## src/rtl/pwmb_pkg.sv

```systemverilog
// Package pwmb_pkg
// Holds the types shared by the channel bank.
// Assumes a byte-wide write port. Each channel owns one low byte and one high byte.
package pwmb_pkg;

    // Which register of a channel's pair one write selects
    typedef enum logic [1:0] {
        TGT_NONE = 2'd0,
        TGT_LO   = 2'd1,
        TGT_HI   = 2'd2
    } wr_tgt_e;

    // Bit position of the frequency field inside the high byte
    localparam int unsigned FREQ_LSB = 4;

endpackage

```

## src/rtl/pwmb_regs.sv

```systemverilog
// Module pwmb_regs
// Decodes writes into the per-channel staged duty and frequency codes and into
// the shared enable register.
// Assumes 9 <= DUTY_W <= 10 (the top duty bits fit in high-byte bits [1:0]).
// Assumes FREQ_W = 4 (F sits in high-byte bits [7:4]).
// High-byte bits [3:2] are never stored.
module pwmb_regs #(
    parameter int unsigned NUM_CH    = 4,
    parameter int unsigned DUTY_W    = 10,
    parameter int unsigned FREQ_W    = 4,
    parameter int unsigned ADDR_W    = 4,
    parameter int unsigned PAIR_BASE = 0,
    parameter int unsigned CTRL_ADDR = 15
) (
    input  logic                            clk,
    input  logic                            rst_n,
    input  logic                            wr_en,
    input  logic [ADDR_W-1:0]               wr_addr,
    input  logic [7:0]                      wr_data,
    output logic [NUM_CH-1:0][DUTY_W-1:0]   sh_duty,
    output logic [NUM_CH-1:0][FREQ_W-1:0]   sh_freq,
    output logic [NUM_CH-1:0]               ch_en
);
    import pwmb_pkg::*;

    localparam int unsigned HI_W = DUTY_W - 8;

    // Shared enable register, one bit per channel
    always_ff @(posedge clk) begin
        if (!rst_n) begin
            ch_en <= '0;
        end else if (wr_en && (wr_addr == ADDR_W'(CTRL_ADDR))) begin
            ch_en <= wr_data[NUM_CH-1:0];
        end
    end

    for (genvar n = 0; n < NUM_CH; n++) begin : g_ch
        localparam int unsigned LO_ADDR = PAIR_BASE + 2 * n;
        localparam int unsigned HI_ADDR = LO_ADDR + 1;

        wr_tgt_e              tgt;
        logic [DUTY_W-1:0]    duty_r;
        logic [FREQ_W-1:0]    freq_r;

        // Select which register of this channel the current write hits
        always_comb begin
            tgt = TGT_NONE;
            if (wr_en && (wr_addr == ADDR_W'(LO_ADDR))) begin
                tgt = TGT_LO;
            end else if (wr_en && (wr_addr == ADDR_W'(HI_ADDR))) begin
                tgt = TGT_HI;
            end
        end

        // Staged duty and frequency codes of this channel
        always_ff @(posedge clk) begin
            if (!rst_n) begin
                duty_r <= '0;
                freq_r <= '0;
            end else begin
                case (tgt)
                    TGT_LO: duty_r[7:0] <= wr_data;
                    TGT_HI: begin
                        duty_r[DUTY_W-1:8] <= wr_data[HI_W-1:0];
                        freq_r             <= wr_data[FREQ_LSB +: FREQ_W];
                    end
                    default: ;
                endcase
            end
        end

        assign sh_duty[n] = duty_r;
        assign sh_freq[n] = freq_r;
    end

endmodule

```

## src/rtl/pwmb_channel.sv

```systemverilog
// Module pwmb_channel
// One PWM channel: a prescaler that counts (DIV_BASE - F) reference cycles per
// quantum, a quantum counter that wraps after 2**DUTY_W quanta, and the duty
// compare.
// While the channel is disabled, both counters are held at zero and the active
// codes follow the staged codes.
// While the channel is enabled, the active codes reload only when a period wraps.
// Assumes DIV_BASE > 2**FREQ_W - 1, so the divisor is never zero.
module pwmb_channel #(
    parameter int unsigned DUTY_W   = 10,
    parameter int unsigned FREQ_W   = 4,
    parameter int unsigned DIV_BASE = 32,
    localparam int unsigned PRE_W   = $clog2(DIV_BASE),
    localparam int unsigned DIV_W   = PRE_W + 1
) (
    input  logic                clk,
    input  logic                rst_n,
    input  logic                en,
    input  logic [DUTY_W-1:0]   sh_duty,
    input  logic [FREQ_W-1:0]   sh_freq,
    output logic                level,
    output logic [PRE_W-1:0]    presc,
    output logic [DUTY_W-1:0]   quanta,
    output logic [DUTY_W-1:0]   duty_act,
    output logic [FREQ_W-1:0]   freq_act
);
    logic [DIV_W-1:0] div_last;
    logic             q_end;
    logic             p_end;

    // Last prescaler count of a quantum for the active frequency code
    always_comb begin
        div_last = DIV_W'(DIV_BASE - 1) - DIV_W'(freq_act);
        q_end    = ({1'b0, presc} == div_last);
        p_end    = q_end && (&quanta);
    end

    // Prescaler, quantum counter and active code registers
    always_ff @(posedge clk) begin
        if (!rst_n) begin
            presc    <= '0;
            quanta   <= '0;
            duty_act <= '0;
            freq_act <= '0;
        end else if (!en) begin
            presc    <= '0;
            quanta   <= '0;
            duty_act <= sh_duty;
            freq_act <= sh_freq;
        end else if (q_end) begin
            presc  <= '0;
            quanta <= quanta + 1'b1;
            if (p_end) begin
                duty_act <= sh_duty;
                freq_act <= sh_freq;
            end
        end else begin
            presc <= presc + 1'b1;
        end
    end

    // Output level before the output register: high during quanta 0..D
    assign level = en && (quanta <= duty_act);

endmodule

```

## src/rtl/pwmb_drive.sv

```systemverilog
// Module pwmb_drive
// Registers each channel's level onto the output pins, so the outputs carry no
// decode glitches.
// Adds exactly one cycle of latency.
module pwmb_drive #(
    parameter int unsigned NUM_CH = 4
) (
    input  logic              clk,
    input  logic              rst_n,
    input  logic [NUM_CH-1:0] level,
    output logic [NUM_CH-1:0] pwm_out
);
    // Output flops, cleared by reset
    always_ff @(posedge clk) begin
        if (!rst_n) begin
            pwm_out <= '0;
        end else begin
            pwm_out <= level;
        end
    end
endmodule

```

## src/rtl/pwm_bank.sv

```systemverilog
// Module pwm_bank
// Top of the prescaled PWM channel bank: the register decode, NUM_CH channels
// and the output drive.
// Assumes one reference clock for every channel and a synchronous active-low reset.
module pwm_bank #(
    parameter int unsigned NUM_CH    = 4,
    parameter int unsigned DUTY_W    = 10,
    parameter int unsigned FREQ_W    = 4,
    parameter int unsigned DIV_BASE  = 32,
    parameter int unsigned ADDR_W    = 4,
    parameter int unsigned PAIR_BASE = 0,
    parameter int unsigned CTRL_ADDR = 15
) (
    input  logic              clk,
    input  logic              rst_n,
    input  logic              wr_en,
    input  logic [ADDR_W-1:0] wr_addr,
    input  logic [7:0]        wr_data,
    output logic [NUM_CH-1:0] pwm_out
);
    localparam int unsigned PRE_W = $clog2(DIV_BASE);

    logic [NUM_CH-1:0][DUTY_W-1:0] sh_duty;
    logic [NUM_CH-1:0][FREQ_W-1:0] sh_freq;
    logic [NUM_CH-1:0]             ch_en;
    logic [NUM_CH-1:0]             ch_level;
    logic [NUM_CH-1:0][PRE_W-1:0]  ch_presc;
    logic [NUM_CH-1:0][DUTY_W-1:0] ch_q;
    logic [NUM_CH-1:0][DUTY_W-1:0] ch_dact;
    logic [NUM_CH-1:0][FREQ_W-1:0] ch_fact;

    pwmb_regs #(
        .NUM_CH(NUM_CH), .DUTY_W(DUTY_W), .FREQ_W(FREQ_W),
        .ADDR_W(ADDR_W), .PAIR_BASE(PAIR_BASE), .CTRL_ADDR(CTRL_ADDR)
    ) u_regs (
        .clk(clk), .rst_n(rst_n), .wr_en(wr_en), .wr_addr(wr_addr),
        .wr_data(wr_data), .sh_duty(sh_duty), .sh_freq(sh_freq), .ch_en(ch_en)
    );

    for (genvar n = 0; n < NUM_CH; n++) begin : g_chan
        pwmb_channel #(
            .DUTY_W(DUTY_W), .FREQ_W(FREQ_W), .DIV_BASE(DIV_BASE)
        ) u_chan (
            .clk(clk), .rst_n(rst_n), .en(ch_en[n]),
            .sh_duty(sh_duty[n]), .sh_freq(sh_freq[n]),
            .level(ch_level[n]), .presc(ch_presc[n]), .quanta(ch_q[n]),
            .duty_act(ch_dact[n]), .freq_act(ch_fact[n])
        );
    end

    pwmb_drive #(.NUM_CH(NUM_CH)) u_drive (
        .clk(clk), .rst_n(rst_n), .level(ch_level), .pwm_out(pwm_out)
    );

endmodule

```

## config.mk

```make
export PLATFORM = sky130hd
export DESIGN_NAME = pwm_bank
export DESIGN_NICKNAME = d
export VERILOG_FILES = /design/src/rtl/pwmb_pkg.sv /design/src/rtl/pwmb_regs.sv /design/src/rtl/pwmb_channel.sv /design/src/rtl/pwmb_drive.sv /design/src/rtl/pwm_bank.sv
export SDC_FILE = /design/constraint.sdc
export NUM_CORES = 1
export LEC_CHECK = 0
export BUFFER_PORTS_ARGS = -buffer_cell sky130_fd_sc_hd__buf_2
export CAP_MARGIN = 20
export CORE_ASPECT_RATIO = 1.5
export CORE_MARGIN = 2
export CORE_UTILIZATION = 55
export CTS_CLUSTER_DIAMETER = 50
export DETAILED_ROUTE_END_ITERATION = 7
export PLACE_DENSITY = 0.71
export SYNTH_ARGS = -nofsm -noshare
export SYNTH_HDL_FRONTEND = slang
export SYNTH_SLANG_ARGS = --single-unit
```

## constraint.sdc

```tcl
create_clock -name clk -period 2 [get_ports clk]
set_input_delay 0.3 -clock clk [delete_from_list [all_inputs] [get_ports clk]]
set_output_delay 0.3 -clock clk [all_outputs]
set_load 0.02 [all_outputs]
```

==> results.toml, run 1 <==
[status]
status = "complete, no violations"

[power]
p_per_area_mw_per_mm2 = 750
power.internal_w = 0.00564
power.switching_w = 0.00159
swShare_pct = 22.0
combPwrFrac_pct = 3.1
p_leak_nw = 3.65
pwr-share-seq_pct = 50.1
vdd_drop_max_mv = 0.451
power_frac_clock_pct = 46.7

[job]
maxCapViolCount = 0

[route]
drc = 0
detail-route-antenna-nets = 0
wl_mm = 17.3
routedWlPerCell_um = 14.5
drt_iter0_drc = 294
dr_total_vias = 6518
drtPass1Iterations = 4
viasPerCell = 5.46

[synth]
avgSynthCellArea_um2 = 9.01
async_flop_share_pct = 0
yosys_warnings = 0
syn_nets = 1038
synthFlopType = "dfxtp_1"
synth-edff-count = 0
ys_types = 47
ys_seq_area_share_pct = 41.0
syn_area_mm2 = 0.00878
syn_inst = 975
ys_ff_latch = 180

[timing]
slew_headroom_pct = 48.0
fmax_ghz = 0.566
hold_viol = 0
grt_setup_unrepaired = "false"
setup_violations = 0
fin_crit_sh_pct = 88.4
worstMarginPinSlew_ns = 0.780
tns_ns = 0
skew_ns = 0.00747
holdWs_ns = 0.216
slew_violations = 0
period_minus_slack_ns = 1.77

[finish]
final_area_mm2 = 0.00964
seq_area_mm2 = 0.00360
final.fill_count = 1336
num-nets-final = 1040
multiInputGateArea_mm2 = 0.00472
antenna_cells = 0
layout-drive-gt1-share_pct = 9.60
area_delta_synth_final_pct = 9.74

[placed_design]
io_buffers = 18
gp_congestion = 0.842
dp_hpwl_mm = 12.1
post_dp_cell_area_mm2 = 0.00904

[critical_path]
crit_chain = "ha_1 -> and3_1 -> nand4_1 -> o21a_1 -> mux2i_1"
critPathRequiredTime_ns = 2.36
cp_max_fo = 14
critPathMaxStageDelay_ns = 0.63
cp-end-kind = "flip-flop"
cp_top_family = "compound AO/OA/AOI/OAI gates"
path_class = "reg -> reg"
crit_buf_inv = 0
worstPathArrival_ns = 2.13
startpoint_type = "flip-flop"
critPathSlowestCell = "o21a_1"

[clock_tree]
cts_buffer_depth = 2
clockRootBuffer = "clkbuf_16"
cts_tree = "built"
clk_latency_ns = 0.44
postCtsSetupRepairBufs = 0
cts_hold_buffers = 0
clock_sinks = 180
path_clk_slew_ns = 0.07
numCtsBuffers = 17
htree_levels = 4
cts_resized = 0

[global_routing]
overflow = 0
grt_start_max_net_pins = 81
grt_pass1_wl_mm = 29.3
grt_pass1_vias = 6210
antenna_found_initial = 1
groute.usage.overall_pct = 21.3

[die]
initial_core_util_pct = 56.2
boundaryPins = 19
coreArea_mm2 = 0.0156
rows = 56
die_area_mm2 = 0.0170
die_x_um = 107
die_y_um = 159

[hold_path]
holdCritPathClass = "in -> reg"
## sequential cells by signal (all words and copies together) (netlist names)
signal,flops
u_drive.pwm_out,4
g_chan.u_chan.quanta,40
g_chan.u_chan.freq_act,16
g_chan.u_chan.duty_act,40
u_regs.ch_en,4
u_regs.g_ch.duty_r,40
g_chan.u_chan.presc,20
u_regs.g_ch.freq_r,16
## cell usage in the layout, fill, tap and decap left out, types with 23 or more instances in the layout
cell type / netlist / layout
dfxtp_1: 180 / 180
nand2_1: 166 / 166
mux2i_1: 116 / 116
nor2b_1: 54 / 54
ha_1: 48 / 48
inv_1: 47 / 47
nand3_1: 40 / 40
a21oi_1: 27 / 27
buf_4: 0 / 24
xor2_1: 23 / 23
## worst min-delay path, stage by stage
cell and delay, ns:
buf_2 0.15, nand3_1 0.07, a21boi_0 0.07
## per-stage QoR
step,setup slack (ns),instances,util [%],total power (W)
after floorplan,0.433,975,-,0.00386
after global placement,0.282,1161,57.9,0.00393
after detailed placement,0.263,1161,57.9,0.00393
after CTS,0.218,1193,61.7,0.00728
after global routing,0.0905,1193,61.7,0.00746
final,0.233,1193,61.7,0.00723
## power groups by stage
stage                     clock network [W]  registers, W  logic [W]
after CTS                           0.00343       0.00362   0.000229
after floorplan                           0       0.00370   0.000162
after detailed placement                  0       0.00370   0.000228
after global placement                    0       0.00370   0.000225
after global routing                0.00359       0.00362   0.000248
final                               0.00338       0.00362   0.000227
## cell type report
cell class | instances | area share (%)
clock buffer | 21 | 4.88
tap | 203 | 2.64
timing repair buffer | 42 | 2.96
clock inverter | 11 | 1.31
inverter | 47 | 1.83
multi-input combinational | 689 | 49.0
sequential | 180 | 37.4
## layer usage
metal | vias up | GRT usage, % | share of wire (%)
met5 | - | 0 | 0.092
met1 | 3061 | 25.0 | 45
met4 | 2 | 7.26 | 1.5
li1 | 3370 | - | -
met2 | 61 | 37.7 | 51
met3 | 24 | 4.35 | 2.1
## cells in the mapped netlist, types with 8 or more instances
cell type	number	share of area, %
nor4_1	8	0.57
nand3_1	40	2.3
nand2b_1	17	1.2
a21oi_1	27	1.5
nor3_1	20	1.1
a21boi_0	8	0.68
a31o_2	12	1.2
inv_1	47	2.0
nand2_1	166	7.1
nor2b_1	54	3.8
a21o_1	8	0.68
clkbuf_1	40	1.7
and2_1	11	0.78
o21ai_0	8	0.46
and3_1	13	0.93
a31oi_1	12	0.85
buf_2	11	0.63
dfxtp_1	180	41
nor2_1	18	0.77
mux2i_1	116	13
xor2_1	23	2.3
ha_1	48	6.8
nand4_1	19	1.4
## cells by family (layout without fill, tap and decap cells)
family / after synthesis / after routing / share of synthesized area [%]
AOI/OAI and AO/OA: 107 / 107 / 8.71
adders and majority gates: 48 / 48 / 6.84
and+or+nand+nor: 390 / 390 / 22.1
buffers and inverters: 106 / 121 / 5.20
xor gates and xnor gates: 28 / 28 / 2.88
muxes: 116 / 116 / 13.2
DFF: 180 / 180 / 41.0
## final timing paths
check                                                from                                         to  slack [ns]  cells past startpoint
setup / recovery  g_chan[2].u_chan.quanta[0]$_SDFFE_PN0P_  g_chan[2].u_chan.freq_act[3]$_SDFFE_PN0P_        0.23                      5
hold / removal                                 wr_data[2]      u_regs.g_ch[0].duty_r[2]$_SDFFE_PN0N_        0.22                      3
setup reg to reg  g_chan[2].u_chan.quanta[0]$_SDFFE_PN0P_  g_chan[2].u_chan.freq_act[3]$_SDFFE_PN0P_        0.23                      5
hold reg to reg     u_regs.g_ch[1].freq_r[0]$_SDFFE_PN0N_  g_chan[1].u_chan.freq_act[0]$_SDFFE_PN0P_        0.45                      2
Note: power is estimated with default switching activity, not from simulation.
==> run 2, diff against run 1 <==
Settings changed: CORE_UTILIZATION 55 to 29, PLACE_DENSITY 0.71 to unset.
==> run 2 against run 1 <==
  * Cell area rose by 2.8%
  * Count of clock-buffer cells in the layout fell by 3
  * Core utilization fell by 29 points
  * Sequential cell count did not move
  * Final cell count rose by 17%
  * Routed wire length rose by 5.8%
==> results.toml, run 2 (same netlist as run 1, synthesis figures left out) <==
[job]
maxCapViolCount = 0

[finish]
final_common_cell = "dfxtp_1"
seq_area_mm2 = 0.00360
final_cell_mix = "180 x dfxtp_1, 166 x nand2_1, 116 x mux2i_1, 54 x nor2b_1, 48 x ha_1"
final.fill_count = 3184
area_delta_synth_final_pct = 12.9
num-nets-final = 1046
multiInputGateArea_mm2 = 0.00472
antenna_cells = 0
layout-drive-gt1-share_pct = 10.2
biggestRegsByFlops = "g_chan.u_chan.duty_act x40, g_chan.u_chan.quanta x40, u_regs.g_ch.duty_r x40"

[placed_design]
io_buffers = 18
gp_congestion = 0.782
dp_hpwl_mm = 13.3

[hold_path]
holdCritPathClass = "in -> reg"
hp-start = "wr_data[3]"
holdPathEnd = "u_regs.g_ch[0].duty_r[3]$_SDFFE_PN0N_"
hold_path_depth = 3

[die]
die_x_um = 146
boundaryPins = 19
die_area_mm2 = 0.0317
coreArea_mm2 = 0.0301
initial_core_util_pct = 29.2
rows = 78
die_y_um = 217

[clock_tree]
cts_tree = "built"
cts_hold_buffers = 0
postCtsSetupRepairBufs = 0
clockRootBuffer = "clkbuf_16"
cts_buffer_depth = 2
htree_levels = 4
cts_resized = 0
path_clk_slew_ns = 0.07
numCtsBuffers = 17
clock_sinks = 180
clk_latency_ns = 0.44

[global_routing]
grt_pass1_wl_mm = 31.2
grt_pass1_vias = 6415
grt_start_max_net_pins = 40
antenna_found_initial = 2
groute.usage.overall_pct = 12.0
overflow = 0

[status]
status = "complete, no violations"

[power]
p_per_area_mw_per_mm2 = 732
p_total_w = 0.00725
vdd_drop_max_mv = 0.638
p_leak_nw = 3.69

[timing]
slew_headroom_pct = 49.5
fin_crit_sh_pct = 87.8
worstMarginPinSlew_ns = 0.757
setup_violations = 0
skew_ns = 0.00958
fmax_ghz = 0.570
slew_violations = 0
holdWs_ns = 0.224
period_minus_slack_ns = 1.76
grt_setup_unrepaired = "false"
hold_viol = 0
tns_ns = 0

[route]
drt_iter0_drc = 348
drtPass1Iterations = 4
viasPerCell = 4.68
wl_mm = 18.3
dr_wl_met2_mm = 9.85
dr_total_vias = 6534
wl_met1_mm = 7.76
drc = 0
dr.max_layer_used = "met5"
dr_wl_met3_um = 332
routedWlPerCell_um = 13.1
detail-route-antenna-nets = 0

[critical_path]
r2r_start = "g_chan[2].u_chan.quanta[0]$_SDFFE_PN0P_"
worstPathArrival_ns = 2.12
path_class = "reg -> reg"
cp-end-kind = "flip-flop"
reg2reg_depth = 5
cp_max_fo = 14
critPathRequiredTime_ns = 2.36
startpoint_type = "flip-flop"
r2r_slack_ns = 0.24
r2r_end = "g_chan[2].u_chan.duty_act[4]$_SDFFE_PN0P_"
[run 2: area by class of cell]
cell class                      count  area share (%)
Timing Repair Buffer               48            3.21
Inverter                           47            1.78
Clock buffer                       18            4.43
Sequential cell                   180            36.4
Clock inverter                     14            1.53
Multi-Input combinational cell    689            47.6
Tap cell                          400            5.05
[run 2: report_power, final]
| group | internal [W] | switching [W] | leakage, nW |
|---|---|---|---|
| Clock | 0.00181 | 0.00159 | 0.292 |
| Combinational | 0.0000874 | 0.000145 | 1.95 |
| Sequential | 0.00361 | 0.0000139 | 1.45 |
| Total | 0.00550 | 0.00175 | 3.69 |
[run 2: metal layers]
| metal | GRT usage, % | vias up |
|---|---|---|
| li1 | - | 3375 |
| met1 | 12.9 | 3071 |
| met2 | 23.0 | 56 |
| met3 | 2.39 | 28 |
| met4 | 4.79 | 4 |
| met5 | 0 | - |
[run 2: worst max-delay path by stage]
stage	endpoint	slack (ns)	cells past startpoint	startpoint
after detailed placement	g_chan[2].u_chan.duty_act[4]$_SDFFE_PN0P_	0.23	5	g_chan[2].u_chan.quanta[0]$_SDFFE_PN0P_
after global placement	g_chan[2].u_chan.duty_act[5]$_SDFFE_PN0P_	0.26	5	g_chan[2].u_chan.quanta[0]$_SDFFE_PN0P_
final	g_chan[2].u_chan.duty_act[4]$_SDFFE_PN0P_	0.24	5	g_chan[2].u_chan.quanta[0]$_SDFFE_PN0P_
after floorplan	g_chan[2].u_chan.duty_act[2]$_SDFFE_PN0P_	0.43	7	g_chan[2].u_chan.quanta[1]$_SDFFE_PN0P_
after CTS	g_chan[2].u_chan.duty_act[4]$_SDFFE_PN0P_	0.21	5	g_chan[2].u_chan.quanta[0]$_SDFFE_PN0P_
after global routing	g_chan[2].u_chan.duty_act[4]$_SDFFE_PN0P_	0.13	5	g_chan[2].u_chan.quanta[0]$_SDFFE_PN0P_
[run 2: metrics by stage]
step	instances	util, %	instance area, µm²	setup slack [ns]
6_report	1396	33.0	9910	0.245
2_1_floorplan	975	-	8780	0.433
5_1_grt	1396	33.0	9910	0.129
4_1_cts	1396	33.0	9910	0.212
3_3_place_gp	1364	31.0	9320	0.264
3_5_place_dp	1364	31.0	9320	0.231
[run 2: worst max-delay path, stage by stage, from the launching register on]
cell and delay [ns]:
dfxtp_1 0.33, ha_1 0.21, and3_1 0.16, nand4_1 0.09, o21a_1 0.62, mux2i_1 0.26
==> run 3, diff against run 2 <==
Settings changed: CORE_MARGIN 2 to 1.5.
==> run 3 against run 2 <==
  * Maximum frequency fell by 3.5%
  * Clock power rose by 3%
  * Combinational power barely moved
  * Core utilization rose by 0.46 points
  * Highest routed layer unchanged
  * Largest cell class unchanged
  * Global-route usage rose by 0.14 points
  * Sequential cell count did not move
  * Critical endpoint is now g_chan[2].u_chan.duty_act[2]$_SDFFE_PN0P_
  * Routed wire length fell by 1.3%
==> results.toml, run 3 (same netlist as run 1, synthesis figures left out) <==
[power]
pwr-share-seq_pct = 49.3
p_total_w = 0.00735
power_frac_clock_pct = 47.6
power.switching_w = 0.00175
power.internal_w = 0.00559
combPwrFrac_pct = 3.2
swShare_pct = 23.9
p_per_area_mw_per_mm2 = 741
vdd_drop_max_mv = 0.641
p_leak_nw = 3.68

[finish]
area_delta_synth_final_pct = 13.0
fin_util_pct = 33.4
final.fill_count = 3148
final_common_cell = "dfxtp_1"
biggestRegsByFlops = "g_chan.u_chan.duty_act x40, g_chan.u_chan.quanta x40, u_regs.g_ch.duty_r x40"
fin_cells = 1389
layout-drive-gt1-share_pct = 9.97
num-nets-final = 1043
final_cell_mix = "180 x dfxtp_1, 166 x nand2_1, 116 x mux2i_1, 54 x nor2b_1, 48 x ha_1"

[timing]
fin_crit_sh_pct = 90.9
skew_ns = 0.0137
slew_violations = 0
worstMarginPinSlew_ns = 0.761
period_minus_slack_ns = 1.82
grt_setup_unrepaired = "false"
slew_headroom_pct = 49.3
fmax_ghz = 0.550
fin_ws_ns = 0.182
hold_viol = 0
tns_ns = 0
setup_violations = 0

[clock_tree]
cts_buffer_depth = 2
cts_resized = 0
postCtsSetupRepairBufs = 0
htree_levels = 4
clock_sinks = 180
clk_latency_ns = 0.45
clockRootBuffer = "clkbuf_16"
path_clk_slew_ns = 0.07
numCtsBuffers = 17
cts_hold_buffers = 0
cts_tree = "built"

[status]
status = "complete, no violations"

[route]
drt_iter0_drc = 324
wl_mm = 18.1
drc = 0
routedWlPerCell_um = 13.0
drtPass1Iterations = 4
dr_total_vias = 6546
detail-route-antenna-nets = 0
viasPerCell = 4.71

[critical_path]
crit_chain = "ha_1 -> and3_1 -> nand4_1 -> o21a_1 -> mux2i_1"
critPathSlowestCell = "o21a_1"
startpoint_type = "flip-flop"
r2r_start = "g_chan[2].u_chan.quanta[0]$_SDFFE_PN0P_"
cp_max_fo = 14
critPathRequiredTime_ns = 2.36
critPathMaxStageDelay_ns = 0.62
cp-startpoint = "g_chan[2].u_chan.quanta[0]$_SDFFE_PN0P_"
critPathCapture = "g_chan[2].u_chan.duty_act[2]$_SDFFE_PN0P_"
cp-end-kind = "flip-flop"
r2r_end = "g_chan[2].u_chan.duty_act[2]$_SDFFE_PN0P_"
reg2reg_depth = 5
path_class = "reg -> reg"
r2r_slack_ns = 0.18
worstPathArrival_ns = 2.18

[hold_path]
holdCritPathClass = "in -> reg"

[global_routing]
grt_start_max_net_pins = 47
groute.usage.overall_pct = 12.2
antenna_found_initial = 2
overflow = 0
grt_pass1_wl_mm = 31.1
grt_pass1_vias = 6506

[die]
rows = 77
boundaryPins = 19
die_area_mm2 = 0.0314
coreArea_mm2 = 0.0297
die_x_um = 145
initial_core_util_pct = 29.6
die_y_um = 216

[placed_design]
placed_cells = 1356
io_buffers = 18
dp_hpwl_mm = 13.2
gp_congestion = 0.779
place_ws_ns = 0.181

[job]
maxCapViolCount = 0
-- run 3: changes by cell type in the layout (fill, tap and decap cells not counted), sizes merged --
cell	delta
buf	-3
inv	-3
diode	+1
clkbuf	-1
clkinv	+2
clkinvlp	+1
bufinv	+1
-- run 3: how the worst min path moves through the flow --
stage                                           from                                   endpoint  cells past startpoint
2_1_floorplan  u_regs.g_ch[1].duty_r[8]$_SDFFE_PN0N_  g_chan[1].u_chan.duty_act[8]$_SDFFE_PN0P_                      2
3_3_place_gp   u_regs.g_ch[1].duty_r[0]$_SDFFE_PN0N_  g_chan[1].u_chan.duty_act[0]$_SDFFE_PN0P_                      2
3_5_place_dp   u_regs.g_ch[3].duty_r[3]$_SDFFE_PN0N_  g_chan[3].u_chan.duty_act[3]$_SDFFE_PN0P_                      2
4_1_cts                                   wr_data[3]      u_regs.g_ch[0].duty_r[3]$_SDFFE_PN0N_                      3
5_1_grt                                   wr_data[3]      u_regs.g_ch[0].duty_r[3]$_SDFFE_PN0N_                      3
6_report                                  wr_data[3]      u_regs.g_ch[0].duty_r[3]$_SDFFE_PN0N_                      3
-- run 3: area by class of cell --
cell class / count / area, µm² / area share (%)
antenna: 1 / 2.50 / 0.0252
clock buffer: 17 / 425 / 4.29
clock inverter: 15 / 188 / 1.89
inverter: 47 / 176 / 1.78
multi-input combinational: 689 / 4720 / 47.6
sequential: 180 / 3600 / 36.3
tap: 395 / 494 / 4.98
timing repair buffer: 45 / 308 / 3.10
-- run 3: per-layer routing --
metal / wire length, µm / vias to the layer above / track usage [%]
li1: - / 3359 / -
met1: 7680 / 3077 / 12.9
met2: 9500 / 71 / 22.8
met3: 402 / 37 / 2.46
met4: 514 / 2 / 6.12
met5: 7 / - / 0
-- run 3: power by group through the flow --
stage,clock [W],sequential [W],combinational [W]
after detailed placement,0,0.00370,0.000237
after CTS,0.00358,0.00362,0.000237
after global placement,0,0.00370,0.000234
after global routing,0.00374,0.00362,0.000257
final,0.00349,0.00362,0.000233
after floorplan,0,0.00370,0.000162
-- run 3: stage by stage --
stage / hold WS (ns) / area, µm²
after floorplan: 0.434 / 8780
after detailed placement: 0.447 / 9300
after CTS: 0.199 / 9920
after global placement: 0.442 / 9300
after global routing: 0.228 / 9920
final: 0.214 / 9920
-- run 3: worst max-delay path: cells and delay by family (launching register included) --
| family | cells | cell delay (ns) |
|---|---|---|
| compound gates | 1 | 0.62 |
| fa+ha+maj | 1 | 0.26 |
| flops | 1 | 0.33 |
| mux | 1 | 0.26 |
| simple gates | 2 | 0.26 |
